**src/rtl/app_rank_pkg.sv**
```systemverilog
package app_rank_pkg;

  // Rank level encoding: 3 bits, the largest value is the highest priority.
  localparam int RANK_W      = 3;
  localparam int RANK_LEVELS = 1 << RANK_W;

  typedef enum logic {
    SEQ_IDLE = 1'b0,
    SEQ_SORT = 1'b1
  } seq_state_e;

endpackage

```
**src/rtl/rank_interval_timer.sv**
```systemverilog
module rank_interval_timer #(
  parameter int INTERVAL_CYCLES = 350000
) (
  input  logic clk,
  input  logic rst_n,
  output logic tick
);

  localparam int CNT_W = (INTERVAL_CYCLES > 1) ? $clog2(INTERVAL_CYCLES) : 1;
  localparam logic [CNT_W-1:0] LAST = CNT_W'(INTERVAL_CYCLES - 1);

  logic [CNT_W-1:0] cnt_q;
  logic [CNT_W-1:0] cnt_d;

  always_comb begin
    tick  = (cnt_q == LAST);
    cnt_d = tick ? '0 : cnt_q + 1'b1;
  end

  always_ff @(posedge clk or negedge rst_n) begin
    if (!rst_n) begin
      cnt_q <= '0;
    end else begin
      cnt_q <= cnt_d;
    end
  end

endmodule

```
**src/rtl/rank_report_table.sv**
```systemverilog
module rank_report_table #(
  parameter int NUM_CORES = 16,
  parameter int METRIC_W  = 16,
  parameter int CORE_ID_W = 4
) (
  input  logic                          clk,
  input  logic                          rst_n,
  input  logic                          interval_end,
  input  logic                          rpt_valid,
  input  logic [CORE_ID_W-1:0]          rpt_core,
  input  logic [METRIC_W-1:0]           rpt_metric,
  output logic [NUM_CORES-1:0]          got,
  output logic                          all_got,
  output logic [NUM_CORES*METRIC_W-1:0] metric_flat
);

  logic [NUM_CORES-1:0] got_q;
  logic [NUM_CORES-1:0] got_d;
  logic [NUM_CORES-1:0] wr_en;

  for (genvar i = 0; i < NUM_CORES; i++) begin : g_entry
    localparam logic [CORE_ID_W-1:0] MY_ID = CORE_ID_W'(i);
    logic [METRIC_W-1:0] metric_q;

    // A report in the pulse cycle is dropped; only the first report per interval is kept.
    assign wr_en[i] = rpt_valid && !interval_end && !got_q[i] && (rpt_core == MY_ID);

    always_ff @(posedge clk or negedge rst_n) begin
      if (!rst_n) begin
        metric_q <= '0;
      end else if (wr_en[i]) begin
        metric_q <= rpt_metric;
      end
    end

    assign metric_flat[i*METRIC_W +: METRIC_W] = metric_q;
  end

  always_comb begin
    got_d = interval_end ? '0 : (got_q | wr_en);
  end

  always_ff @(posedge clk or negedge rst_n) begin
    if (!rst_n) begin
      got_q <= '0;
    end else begin
      got_q <= got_d;
    end
  end

  assign got     = got_q;
  assign all_got = &got_q;

endmodule

```
**src/rtl/rank_min_select.sv**
```systemverilog
module rank_min_select #(
  parameter int NUM_CORES = 16,
  parameter int METRIC_W  = 16,
  parameter int CORE_ID_W = 4
) (
  input  logic [NUM_CORES-1:0]          cand,
  input  logic [NUM_CORES*METRIC_W-1:0] metric_flat,
  output logic                          found,
  output logic [CORE_ID_W-1:0]          idx
);

  logic [METRIC_W-1:0] best;

  // Strict less-than scanning upward keeps the lowest ID among equal metrics.
  always_comb begin
    found = 1'b0;
    idx   = '0;
    best  = '1;
    for (int i = 0; i < NUM_CORES; i++) begin
      if (cand[i] && (!found || (metric_flat[i*METRIC_W +: METRIC_W] < best))) begin
        found = 1'b1;
        best  = metric_flat[i*METRIC_W +: METRIC_W];
        idx   = CORE_ID_W'(i);
      end
    end
  end

endmodule

```
**src/rtl/rank_sequencer.sv**
```systemverilog
module rank_sequencer
  import app_rank_pkg::*;
#(
  parameter int NUM_CORES = 16,
  parameter int METRIC_W  = 16,
  parameter int CORE_ID_W = 4
) (
  input  logic                          clk,
  input  logic                          rst_n,
  input  logic                          interval_end,
  input  logic                          all_got,
  input  logic [NUM_CORES-1:0]          got,
  input  logic [NUM_CORES*METRIC_W-1:0] metric_flat,
  input  logic                          sel_found,
  input  logic [CORE_ID_W-1:0]          sel_idx,
  output logic [NUM_CORES-1:0]          remain,
  output logic [NUM_CORES*METRIC_W-1:0] snap_flat,
  output logic                          rank_valid,
  output logic [CORE_ID_W-1:0]          rank_core,
  output logic [RANK_W-1:0]             rank_level,
  output logic [NUM_CORES*RANK_W-1:0]   core_ranks
);

  localparam int SCALE_W = CORE_ID_W + RANK_W;

  seq_state_e                    state_q, state_d;
  logic                          sorted_q, sorted_d;
  logic [NUM_CORES-1:0]          remain_q, remain_d;
  logic [CORE_ID_W-1:0]          pos_q, pos_d;
  logic [NUM_CORES*METRIC_W-1:0] snap_q;
  logic                          start;
  logic                          step;
  logic [RANK_W-1:0]             band;
  logic [RANK_W-1:0]             pos_level;
  logic                          reply_vld_q;
  logic [CORE_ID_W-1:0]          reply_core_q;
  logic [RANK_W-1:0]             reply_lvl_q;

  // Sorted position to band: fold into equal groups when cores outnumber levels.
  if (NUM_CORES > RANK_LEVELS) begin : g_band_fold
    logic [SCALE_W-1:0] scaled;
    always_comb begin
      scaled = {pos_q, {RANK_W{1'b0}}} / SCALE_W'(NUM_CORES);
      band   = scaled[RANK_W-1:0];
    end
  end else begin : g_band_direct
    always_comb begin
      band = RANK_W'(pos_q);
    end
  end

  assign pos_level = ~band;

  always_comb begin
    start    = (state_q == SEQ_IDLE) && !sorted_q && (all_got || interval_end);
    step     = (state_q == SEQ_SORT) && sel_found;
    state_d  = state_q;
    remain_d = remain_q;
    pos_d    = pos_q;
    sorted_d = interval_end ? 1'b0 : (start ? 1'b1 : sorted_q);
    if (start) begin
      state_d  = SEQ_SORT;
      remain_d = got;
      pos_d    = '0;
    end else if (state_q == SEQ_SORT) begin
      if (sel_found) begin
        remain_d[sel_idx] = 1'b0;
        pos_d             = pos_q + 1'b1;
      end else begin
        state_d = SEQ_IDLE;
      end
    end
  end

  always_ff @(posedge clk or negedge rst_n) begin
    if (!rst_n) begin
      state_q  <= SEQ_IDLE;
      sorted_q <= 1'b0;
      remain_q <= '0;
      pos_q    <= '0;
    end else begin
      state_q  <= state_d;
      sorted_q <= sorted_d;
      remain_q <= remain_d;
      pos_q    <= pos_d;
    end
  end

  // Metric snapshot so new reports can arrive while a pulse-started sort runs.
  always_ff @(posedge clk or negedge rst_n) begin
    if (!rst_n) begin
      snap_q <= '0;
    end else if (start) begin
      snap_q <= metric_flat;
    end
  end

  always_ff @(posedge clk or negedge rst_n) begin
    if (!rst_n) begin
      reply_vld_q <= 1'b0;
    end else begin
      reply_vld_q <= step;
    end
  end

  always_ff @(posedge clk or negedge rst_n) begin
    if (!rst_n) begin
      reply_core_q <= '0;
      reply_lvl_q  <= '0;
    end else if (step) begin
      reply_core_q <= sel_idx;
      reply_lvl_q  <= pos_level;
    end
  end

  for (genvar i = 0; i < NUM_CORES; i++) begin : g_rank_reg
    localparam logic [CORE_ID_W-1:0] MY_ID = CORE_ID_W'(i);
    logic [RANK_W-1:0] rank_q;
    logic              rank_en;

    assign rank_en = step && (sel_idx == MY_ID);

    always_ff @(posedge clk or negedge rst_n) begin
      if (!rst_n) begin
        rank_q <= '0;
      end else if (rank_en) begin
        rank_q <= pos_level;
      end
    end

    assign core_ranks[i*RANK_W +: RANK_W] = rank_q;
  end

  assign remain     = remain_q;
  assign snap_flat  = snap_q;
  assign rank_valid = reply_vld_q;
  assign rank_core  = reply_core_q;
  assign rank_level = reply_lvl_q;

endmodule

```
**src/rtl/app_rank_unit.sv**
```systemverilog
module app_rank_unit
  import app_rank_pkg::*;
#(
  parameter int NUM_CORES       = 16,
  parameter int METRIC_W        = 16,
  parameter int INTERVAL_CYCLES = 350000,
  parameter int CORE_ID_W       = (NUM_CORES > 1) ? $clog2(NUM_CORES) : 1
) (
  input  logic                        clk,
  input  logic                        rst_n,
  output logic                        interval_end,
  input  logic                        rpt_valid,
  input  logic [CORE_ID_W-1:0]        rpt_core,
  input  logic [METRIC_W-1:0]         rpt_metric,
  output logic                        rank_valid,
  output logic [CORE_ID_W-1:0]        rank_core,
  output logic [RANK_W-1:0]           rank_level,
  output logic [NUM_CORES*RANK_W-1:0] core_ranks
);

  localparam int FLAT_W = NUM_CORES * METRIC_W;

  logic [1:0]           rst_pipe_q;
  logic                 rst_sync_n;
  logic                 tick;
  logic [NUM_CORES-1:0] got;
  logic                 all_got;
  logic [FLAT_W-1:0]    metric_flat;
  logic [NUM_CORES-1:0] remain;
  logic [FLAT_W-1:0]    snap_flat;
  logic                 sel_found;
  logic [CORE_ID_W-1:0] sel_idx;

  // Reset asserts at once and is released two edges later.
  always_ff @(posedge clk or negedge rst_n) begin
    if (!rst_n) begin
      rst_pipe_q <= '0;
    end else begin
      rst_pipe_q <= {rst_pipe_q[0], 1'b1};
    end
  end
  assign rst_sync_n = rst_pipe_q[1];

  rank_interval_timer #(
    .INTERVAL_CYCLES(INTERVAL_CYCLES)
  ) u_timer (
    .clk  (clk),
    .rst_n(rst_sync_n),
    .tick (tick)
  );

  rank_report_table #(
    .NUM_CORES(NUM_CORES),
    .METRIC_W (METRIC_W),
    .CORE_ID_W(CORE_ID_W)
  ) u_table (
    .clk         (clk),
    .rst_n       (rst_sync_n),
    .interval_end(tick),
    .rpt_valid   (rpt_valid),
    .rpt_core    (rpt_core),
    .rpt_metric  (rpt_metric),
    .got         (got),
    .all_got     (all_got),
    .metric_flat (metric_flat)
  );

  rank_min_select #(
    .NUM_CORES(NUM_CORES),
    .METRIC_W (METRIC_W),
    .CORE_ID_W(CORE_ID_W)
  ) u_select (
    .cand       (remain),
    .metric_flat(snap_flat),
    .found      (sel_found),
    .idx        (sel_idx)
  );

  rank_sequencer #(
    .NUM_CORES(NUM_CORES),
    .METRIC_W (METRIC_W),
    .CORE_ID_W(CORE_ID_W)
  ) u_seq (
    .clk         (clk),
    .rst_n       (rst_sync_n),
    .interval_end(tick),
    .all_got     (all_got),
    .got         (got),
    .metric_flat (metric_flat),
    .sel_found   (sel_found),
    .sel_idx     (sel_idx),
    .remain      (remain),
    .snap_flat   (snap_flat),
    .rank_valid  (rank_valid),
    .rank_core   (rank_core),
    .rank_level  (rank_level),
    .core_ranks  (core_ranks)
  );

  assign interval_end = tick;

endmodule

```
**config.mk**
```make
export PLATFORM = sky130hd
export DESIGN_NAME = app_rank_unit
export DESIGN_NICKNAME = d
export VERILOG_FILES = /design/src/rtl/app_rank_pkg.sv /design/src/rtl/rank_interval_timer.sv /design/src/rtl/rank_report_table.sv /design/src/rtl/rank_min_select.sv /design/src/rtl/rank_sequencer.sv /design/src/rtl/app_rank_unit.sv
export SDC_FILE = /design/constraint.sdc
export NUM_CORES = 2
export LEC_CHECK = 0
export BUFFER_PORTS_ARGS = -buffer_cell sky130_fd_sc_hd__buf_2
export CAP_MARGIN = 20
export CORE_MARGIN = 2
export CORE_UTILIZATION = 40
export CTS_CLUSTER_SIZE = 16
export DETAILED_ROUTE_END_ITERATION = 8
export PLACE_DENSITY = 0.67
export SYNTH_ARGS = -nofsm -noshare
export SYNTH_HDL_FRONTEND = slang
export SYNTH_SLANG_ARGS = --single-unit
export TNS_END_PERCENT = 20
```
**constraint.sdc**
```tcl
create_clock -name clk -period 19.2 [get_ports clk]
set_input_delay 1.92 -clock clk [delete_from_list [all_inputs] [get_ports clk]]
set_output_delay 1.92 -clock clk [all_outputs]
set_load 0.03 [all_outputs]
```
* Yosys cells after proc, flatten, opt, wreduce, memory -nomap -nowiden
Index checks and enable logic that the tools add are counted.
** Word-level totals
- Bits in registers :: 627
- Latch bits :: 0
- Bits in writable memories :: 0
- ROM bits :: 0
- Input bits :: 23
- Output and inout bits :: 57
- Word-level logic and storage cells :: 283
- Memories kept :: 0
** Cells by class
- Add/sub/neg operators :: 2
- Multiply operators :: 0
- Divide/modulo/power cells :: 0
- Order comparisons :: 17
- Equality and inequality tests :: 31
- Shift operators :: 0
- Multiplexer cells :: 61
- Bitwise gates (word level) :: 5
- Reduce and logical (&&, ||, !) cells :: 124
** Operators with widths (number)
- $mux W16 :: 19
- $lt A16 B16 Y1 :: 15
- $logic_and A1 B1 Y1 :: 68
- $eq A4 B4 Y1 const B :: 16
- $mux W4 :: 11
- $logic_not A1 Y1 :: 33
- $eq A4 B3 Y1 const B :: 8
- $mux W1 :: 23
- $add A19 B1 Y19 const B :: 1
- $eq A19 B19 Y1 const B :: 1
- $mux W19 :: 1
- $and A16 B16 Y16 :: 1
- $eq A4 B2 Y1 const B :: 4
- $logic_or A1 B1 Y1 :: 16
- $not A16 Y16 :: 1
- $or A16 B16 Y16 :: 1
- $reduce_and A16 Y1 :: 1
- $mux W3 :: 4
- $eq A4 B1 Y1 const B :: 2
- $logic_not A4 Y1 :: 2
- $reduce_bool A2 Y1 :: 3
- $lt A4 B5 Y1 const B :: 1
- $add A4 B1 Y4 const B :: 1
- $demux W1 S4 :: 1
- 5 further kinds :: 6

* Longest topological paths before layout
- Depth in word-level cells :: 70
- Gate-level depth with buffers :: 241
- Depth with buffers taken out :: 213

* Hierarchy
From an unflattened synthesis, not the netlist that was laid out.
** Unflattened totals
- Cell total of the unflattened synthesis :: 3021
- Area, all modules :: 33892.5 um^2
** By module, submodules not included
- rank_sequencer :: times used 1, cells an instance 842, area each 12672.2 um^2, seq. area each 8358.0 um^2
- rank_report_table :: times used 1, cells an instance 630, area each 10299.9 um^2, seq. area each 6806.5 um^2
- rank_min_select :: times used 1, cells an instance 1460, area each 9884.5 um^2, seq. area each 0.0 um^2
- rank_interval_timer :: times used 1, cells an instance 86, area each 982.2 um^2, seq. area each 475.5 um^2
- app_rank_unit :: times used 1, cells an instance 3, area each 53.8 um^2, seq. area each 50.0 um^2

* Least setup slack after synthesis
Ideal clock, no wire load.
- Path kind :: flip-flop to flip-flop
- From :: reg u_seq.remain_q[0] (netlist: u_seq.remain[0])
- To :: reg u_seq.g_rank_reg[14].rank_q[0]
- Setup time :: 0.080 ns
- Arrival time :: 38.484 ns
- Required time :: 19.120 ns
- Slack :: -19.363 ns
- Cell stages (with the launch flop) :: 228
- Buffers on the path :: 28
- Period minus slack after synthesis :: 38.563 ns
- Cell sequence :: dfrtp_1 -> buf_4 -> inv_1 -> clkbuf_1 -> nor2_1 -> ha_1 -> nand4_1 -> or4b_4 -> a21oi_4 -> a2bb2oi_4 -> buf_1 -> clkbuf_1 -> nor2_1 -> a21oi_1 -> inv_1 -> ha_1 -> nand2_1 -> nor4_1 -> [192 not listed] -> ha_1 -> a21oi_1 -> nor2b_1 -> o21ai_0 -> nand2b_1 -> a21oi_1 -> nor2b_1 -> o21ai_0 -> nand2b_1 -> a221o_1 -> nor3_1 -> o21ai_1 -> a31oi_2 -> or2_1 -> clkbuf_1 -> buf_2 -> o221a_2 -> mux2i_1
** On the way
- Cells in the longest elaborated chain, start to end :: 63
- Elaborated cells between the ends (all ways) :: 109
- Classes of those cells :: order compare (15); eq/ne (1); mux (46); reduce/logical (47)
** Ends and longest elaborated chain
- start: declaration :: RTL line rank_sequencer.sv:28 : logic [NUM_CORES-1:0] remain_q, remain_d;
- start signal: assignment :: RTL line rank_sequencer.sv:84 : remain_q <= remain_d;
- $mux W16 or $mux W1 (tied branches) :: RTL line rank_min_select.sv:20 : if (cand[i] && (!found || (metric_flat[i*METRIC_W +: METRIC_W] < best))) begin
- $lt A16 B16 Y1 or $logic_not A1 Y1 (tied branches) :: RTL line rank_min_select.sv:20
- $logic_or A1 B1 Y1 :: RTL line rank_min_select.sv:20
- $logic_and A1 B1 Y1 :: RTL line rank_min_select.sv:20
- $mux W16 or $mux W1 (tied branches) :: RTL line rank_min_select.sv:20
- $lt A16 B16 Y1 or $logic_not A1 Y1 (tied branches) :: RTL line rank_min_select.sv:20
- $logic_or A1 B1 Y1 :: RTL line rank_min_select.sv:20
- $logic_and A1 B1 Y1 :: RTL line rank_min_select.sv:20
- [47 not listed]
- $logic_and A1 B1 Y1 :: RTL line rank_min_select.sv:20
- $mux W16 or $mux W1 (tied branches) :: RTL line rank_min_select.sv:20
- $lt A16 B16 Y1 or $logic_not A1 Y1 (tied branches) :: RTL line rank_min_select.sv:20
- $logic_or A1 B1 Y1 :: RTL line rank_min_select.sv:20
- $logic_and A1 B1 Y1 :: RTL line rank_min_select.sv:20
- $mux W4 or $mux W1 (tied branches) :: RTL line rank_min_select.sv:20
- $eq A4 B4 Y1 or $logic_and A1 B1 Y1 (tied branches) :: RTL line rank_sequencer.sv:121, rank_sequencer.sv:56
- $logic_and A1 B1 Y1 * :: RTL line rank_sequencer.sv:121 : assign rank_en = step && (sel_idx == MY_ID);
- end signal: assignment :: RTL line rank_sequencer.sv:127 : rank_q <= pos_level;
- end: declaration :: RTL line rank_sequencer.sv:118 : logic [RANK_W-1:0] rank_q;
Mark *: on every way between the ends. The rest lies on a longest branch, timed or not.
A chain may end at the register's enable or synchronous reset.

* Worst setup path after layout
- From :: reg u_seq.remain_q[0] (netlist: u_seq.remain[0])
- To :: reg u_seq.g_rank_reg[14].rank_q[1]
Same word-level chain as after synthesis.

==> results.tsv <==
metric	value	unit
level count of the clock H-tree	3	
clock-pin slew of the registers on the worst-case setup and hold paths	0.06	ns
maximum buffer depth of the clock tree	3	
sequential fraction of design power	0.427	
number of standard-cell rows in the floorplan	106	
filler cell count in the final layout	7251	
total vias in the final route	29100	
IR drop worst, VDD	0.0851	mV
gpl congestion	0.895	
total CTS buffers	69	
slew at the pin closest to its max-slew limit	1.09	ns
all-layer global routing usage	0.232	
critical path's most frequent cell	sky130_fd_sc_hd__buf_4	
die boundary width	295	µm
async set-or-reset flop fraction in the synthesized netlist	1.00	
initial detailed-routing violation count	2057	
Routed WL	102000	µm
cell with the biggest individual delay on the critical path	sky130_fd_sc_hd__or4_4	
Finish-stage setup viols	68	
flip-flop and latch count after synthesis	627	
startpoint of the lowest-slack hold path	rst_pipe_q[0]$_DFF_PN0_	
fraction of final layout cells sized beyond drive strength 1	0.371	
register area share after synthesis	0.463	
Yosys warnings	0	
RSZ-0062 raised after global routing	true	
routed via count divided by cell count	5.28	
Crit Reg-Reg Startpoint	u_seq.remain[0]$_DFFE_PN0P_	
switch share	0.269	
final core area utilization	0.543	
CP max FO	24	
Die H	295	µm
worst reg-to-reg setup slack	-14.48	ns
worst hold path endpoint	rst_pipe_q[1]$_DFF_PN0_	
largest net degree at the start of global routing	153	
Final TNS setup	-973.70	ns
number of synthesized flops with an enable pin	0	
net count of the mapped netlist	3796	
sum of net half-perimeters after detailed placement	66000	µm
post-layout net count	4552	
buffers added on ports	79	
vias in the first global route	28900	
power density over the cells	81.4	nW/µm²
Wirelength per Cell	18.5	µm
remaining routing DRC violations	0	
full die area	87100	µm²
violated checks	setup timing	
area of the multi-input gates	18600	µm²
biggest area contributors in the synthesized netlist	sky130_fd_sc_hd__dfrtp_1 (46%), sky130_fd_sc_hd__mux2_2 (10%), sky130_fd_sc_hd__nand2_1 (10%)	
CTS Sinks	627	
hold-critical path depth	0	
initial antenna violation count	6	
part of the total power dissipated in the clock network	0.369	
capturing point of the worst reg2reg path	u_seq.g_rank_reg[14].rank_q[1]$_DFFE_PN0P_	
leakage power figure	24.2	nW
Critical Path Source Type	register	
final non-filler cell total	5515	
final critical-path share of the clock period	1.75	
cell accounting for the most synthesized area	sky130_fd_sc_hd__dfrtp_1	
Avg Inst Size Synth	9.49	µm²
start-to-end type of the worst setup path	register to register	
remaining global-route overflow	0	
Core Region	83800	µm²
number of antenna cells inserted	0	
effective utilization at floorplan	0.404	
top-area cell type share of the netlist area	0.463	
final count of pins violating max slew	0	
Area growth, synth to finish	34.3	%
internal portion of total power	2.71	mW
length of the first detailed-routing pass in iterations	7	
run status	finished, violations left	
endpoint arrival time on the critical path	34.19	ns
part of the total power dissipated in combinational logic	0.204	
worst max-slew margin expressed relative to the limit	0.273	
final hold vios	0	
Top Ports	80	
number of cells on the worst reg-to-reg path	213	
clock latency of the later-clocked register in the worst-skew pair	0.62	ns
number of distinct standard cells referenced by the synthesized netlist	101	
first-pass GRT wire length	160000	µm
placed insts	5194	
Switching Power	0.998	mW
maximum capacitance violations	0	
Final ANT Viol Nets	0	
maximum operating frequency	29.7	MHz
delay of the slowest critical-path stage	0.56	ns
final critical-path setup slack	-14.48	ns
synthesized netlist cell count	3572	
TritonCTS clock tree	yes	
Critical Path End Type	register	
storage element area	15700	µm²
Hold WC Path Type	register to register	
CTS Root Cell	sky130_fd_sc_hd__clkbuf_16	
cell area after synthesis	33900	µm²
Tot Pwr	3.71	mW
Final Skew	0.0302	ns
Main synth FF type	sky130_fd_sc_hd__dfrtp_1	
pre-CTS setup slack	-14.81	ns
Critical Path RT	19.71	ns
fin crit period	33.68	ns
[metal layers]
| metal | track usage | routed length [µm] | up-vias |
|---|---|---|---|
| met1 | 0.324 | 45700 | 14400 |
| met3 | 0.0304 | 5070 | 196 |
| met2 | 0.374 | 48100 | 765 |
| met4 | 0.0763 | 3170 | 8 |
| li1 | - | - | 13700 |
| met5 | 0 | 57 | - |
[power by group through the flow]
stage | Clock [mW] | Sequential (mW) | Combinational [mW]
finish | 1.37 | 1.58 | 0.755
global route | 1.45 | 1.60 | 0.820
CTS | 1.39 | 1.58 | 0.708
detailed placement | 0 | 1.60 | 0.641
global placement | 0 | 1.60 | 0.625
floorplan | 0 | 1.60 | 0.375
[stage by stage]
| step | instance area (µm²) | hold slack (ns) |
|---|---|---|
| 3_5_place_dp | 40000 | 0.341 |
| 4_1_cts | 44700 | 0.353 |
| 6_report | 45500 | 0.350 |
| 5_1_grt | 45500 | 0.357 |
| 3_3_place_gp | 40000 | 0.338 |
| 2_1_floorplan | 34600 | 0.331 |
[kinds of logic (layout without fill, tap and decap cells)]
logic type,after synthesis,count (layout),share of synthesized area
and+or+nand+nor,1407,1410,0.181
DFF,627,627,0.463
AOI/OAI and AO/OA,522,522,0.102
buffers and inverters,395,1201,0.0443
muxes,386,386,0.126
adders and majority gates,206,206,0.0757
xor gates and xnor gates,28,28,0.00724
other,1,1,0.000111
[state kept, by name, summed over array words and instances, names as in the netlist]
| name | cells |
|---|---|
| u_timer.cnt_q | 19 |
| u_table.g_entry.metric_q | 256 |
| u_table.got | 16 |
| u_seq.rank_core | 4 |
| u_seq.rank_level | 3 |
| u_seq.remain | 16 |
| u_seq.g_rank.rank_q | 48 |
| u_seq.snap_flat | 256 |
| u_seq.pos_q | 4 |
| u_seq.sorted_q | 1 |
| u_seq.state_q | 1 |
| u_seq.rank_valid | 1 |
| rst_pipe_q | 2 |
[cells in the mapped netlist, types with 5 or more instances]
cell type / count
sky130_fd_sc_hd__or2_2: 8
sky130_fd_sc_hd__buf_2: 8
sky130_fd_sc_hd__xor2_1: 11
sky130_fd_sc_hd__nor3_1: 30
sky130_fd_sc_hd__ha_1: 201
sky130_fd_sc_hd__nand4b_1: 5
sky130_fd_sc_hd__and2_1: 14
sky130_fd_sc_hd__nor4_1: 12
sky130_fd_sc_hd__a211o_1: 5
sky130_fd_sc_hd__nor2b_1: 33
sky130_fd_sc_hd__o211ai_1: 11
sky130_fd_sc_hd__o311a_1: 5
sky130_fd_sc_hd__nor2_1: 173
sky130_fd_sc_hd__o31ai_1: 8
sky130_fd_sc_hd__or3_1: 19
sky130_fd_sc_hd__mux2_2: 314
sky130_fd_sc_hd__nand2_1: 922
sky130_fd_sc_hd__a21oi_1: 139
sky130_fd_sc_hd__clkbuf_1: 148
sky130_fd_sc_hd__buf_1: 9
sky130_fd_sc_hd__or4_1: 9
sky130_fd_sc_hd__a2111o_1: 7
sky130_fd_sc_hd__a31o_1: 5
sky130_fd_sc_hd__and4_1: 9
sky130_fd_sc_hd__and3_1: 21
sky130_fd_sc_hd__nand3_1: 32
sky130_fd_sc_hd__nor4_2: 5
sky130_fd_sc_hd__o21ai_1: 18
sky130_fd_sc_hd__o21ai_0: 152
sky130_fd_sc_hd__a211oi_1: 10
sky130_fd_sc_hd__inv_1: 227
sky130_fd_sc_hd__dfrtp_1: 627
sky130_fd_sc_hd__nand2b_1: 36
sky130_fd_sc_hd__xnor2_1: 17
sky130_fd_sc_hd__nor3b_1: 6
sky130_fd_sc_hd__mux2i_1: 67
sky130_fd_sc_hd__a31oi_1: 12
sky130_fd_sc_hd__a21o_1: 58
sky130_fd_sc_hd__nand4_1: 50
sky130_fd_sc_hd__o21a_1: 12
[cell usage in the layout (no fill, tap or decap), types with 51 or more instances in the layout]
cell type | Yosys | routed
sky130_fd_sc_hd__nand2_1 | 922 | 907
sky130_fd_sc_hd__buf_4 | 2 | 714
sky130_fd_sc_hd__dfrtp_1 | 627 | 625
sky130_fd_sc_hd__mux2_2 | 314 | 294
sky130_fd_sc_hd__inv_1 | 227 | 197
sky130_fd_sc_hd__ha_1 | 201 | 143
sky130_fd_sc_hd__nor2_1 | 173 | 138
sky130_fd_sc_hd__o21ai_0 | 152 | 89
sky130_fd_sc_hd__a21oi_1 | 139 | 89
sky130_fd_sc_hd__buf_2 | 8 | 82
sky130_fd_sc_hd__clkbuf_16 | 0 | 71
sky130_fd_sc_hd__a21o_1 | 58 | 58
sky130_fd_sc_hd__mux2i_1 | 67 | 57
sky130_fd_sc_hd__a21oi_2 | 4 | 52
sky130_fd_sc_hd__ha_4 | 0 | 51
[timing repair]
action	4_1_cts	5_1_grt
setup buffers	153	39
setup endpoints to repair	68	68
resized for setup	227	127
cloned	11	0
pin swaps	153	112
hold buffers	0	0
[critical path: cells and delay by family (launching register included)]
family	cells	cell delay (ns)
AO/OA/AOI/OAI	77	13.24
adder cells (fa/ha/maj)	13	3.06
buffers and inverters	53	6.13
flip-flops	1	0.44
multiplexers	5	1.46
AND/OR/NAND/NOR	65	9.16
[layout make-up]
type / count / share of cell area
well taps: 1134 / 0.0312
clock buffers: 101 / 0.0442
multi-input cells: 2553 / 0.409
clock inverters: 23 / 0.00682
repair buffers: 849 / 0.145
inverters: 228 / 0.0191
flip-flops and latches: 627 / 0.345
[how the worst max path moves through the flow]
stage,start,to,slack (ns),cells past startpoint
global placement,u_seq.remain[0]$_DFFE_PN0P_,u_seq.g_rank_reg[1].rank_q[2]$_DFFE_PN0P_,-14.06,198
CTS,u_seq.remain[0]$_DFFE_PN0P_,u_seq.g_rank_reg[10].rank_q[2]$_DFFE_PN0P_,-13.54,220
global route,u_seq.remain[0]$_DFFE_PN0P_,u_seq.g_rank_reg[2].rank_q[2]$_DFFE_PN0P_,-16.39,222
finish,u_seq.remain[0]$_DFFE_PN0P_,u_seq.g_rank_reg[14].rank_q[1]$_DFFE_PN0P_,-14.48,213
detailed placement,u_seq.remain[0]$_DFFE_PN0P_,u_seq.g_rank_reg[1].rank_q[2]$_DFFE_PN0P_,-14.81,203
floorplan,u_seq.remain[0]$_DFFE_PN0P_,u_seq.remain[4]$_DFFE_PN0P_,-14.03,226
No activity file was read; power rests on OpenSTA's default activity.
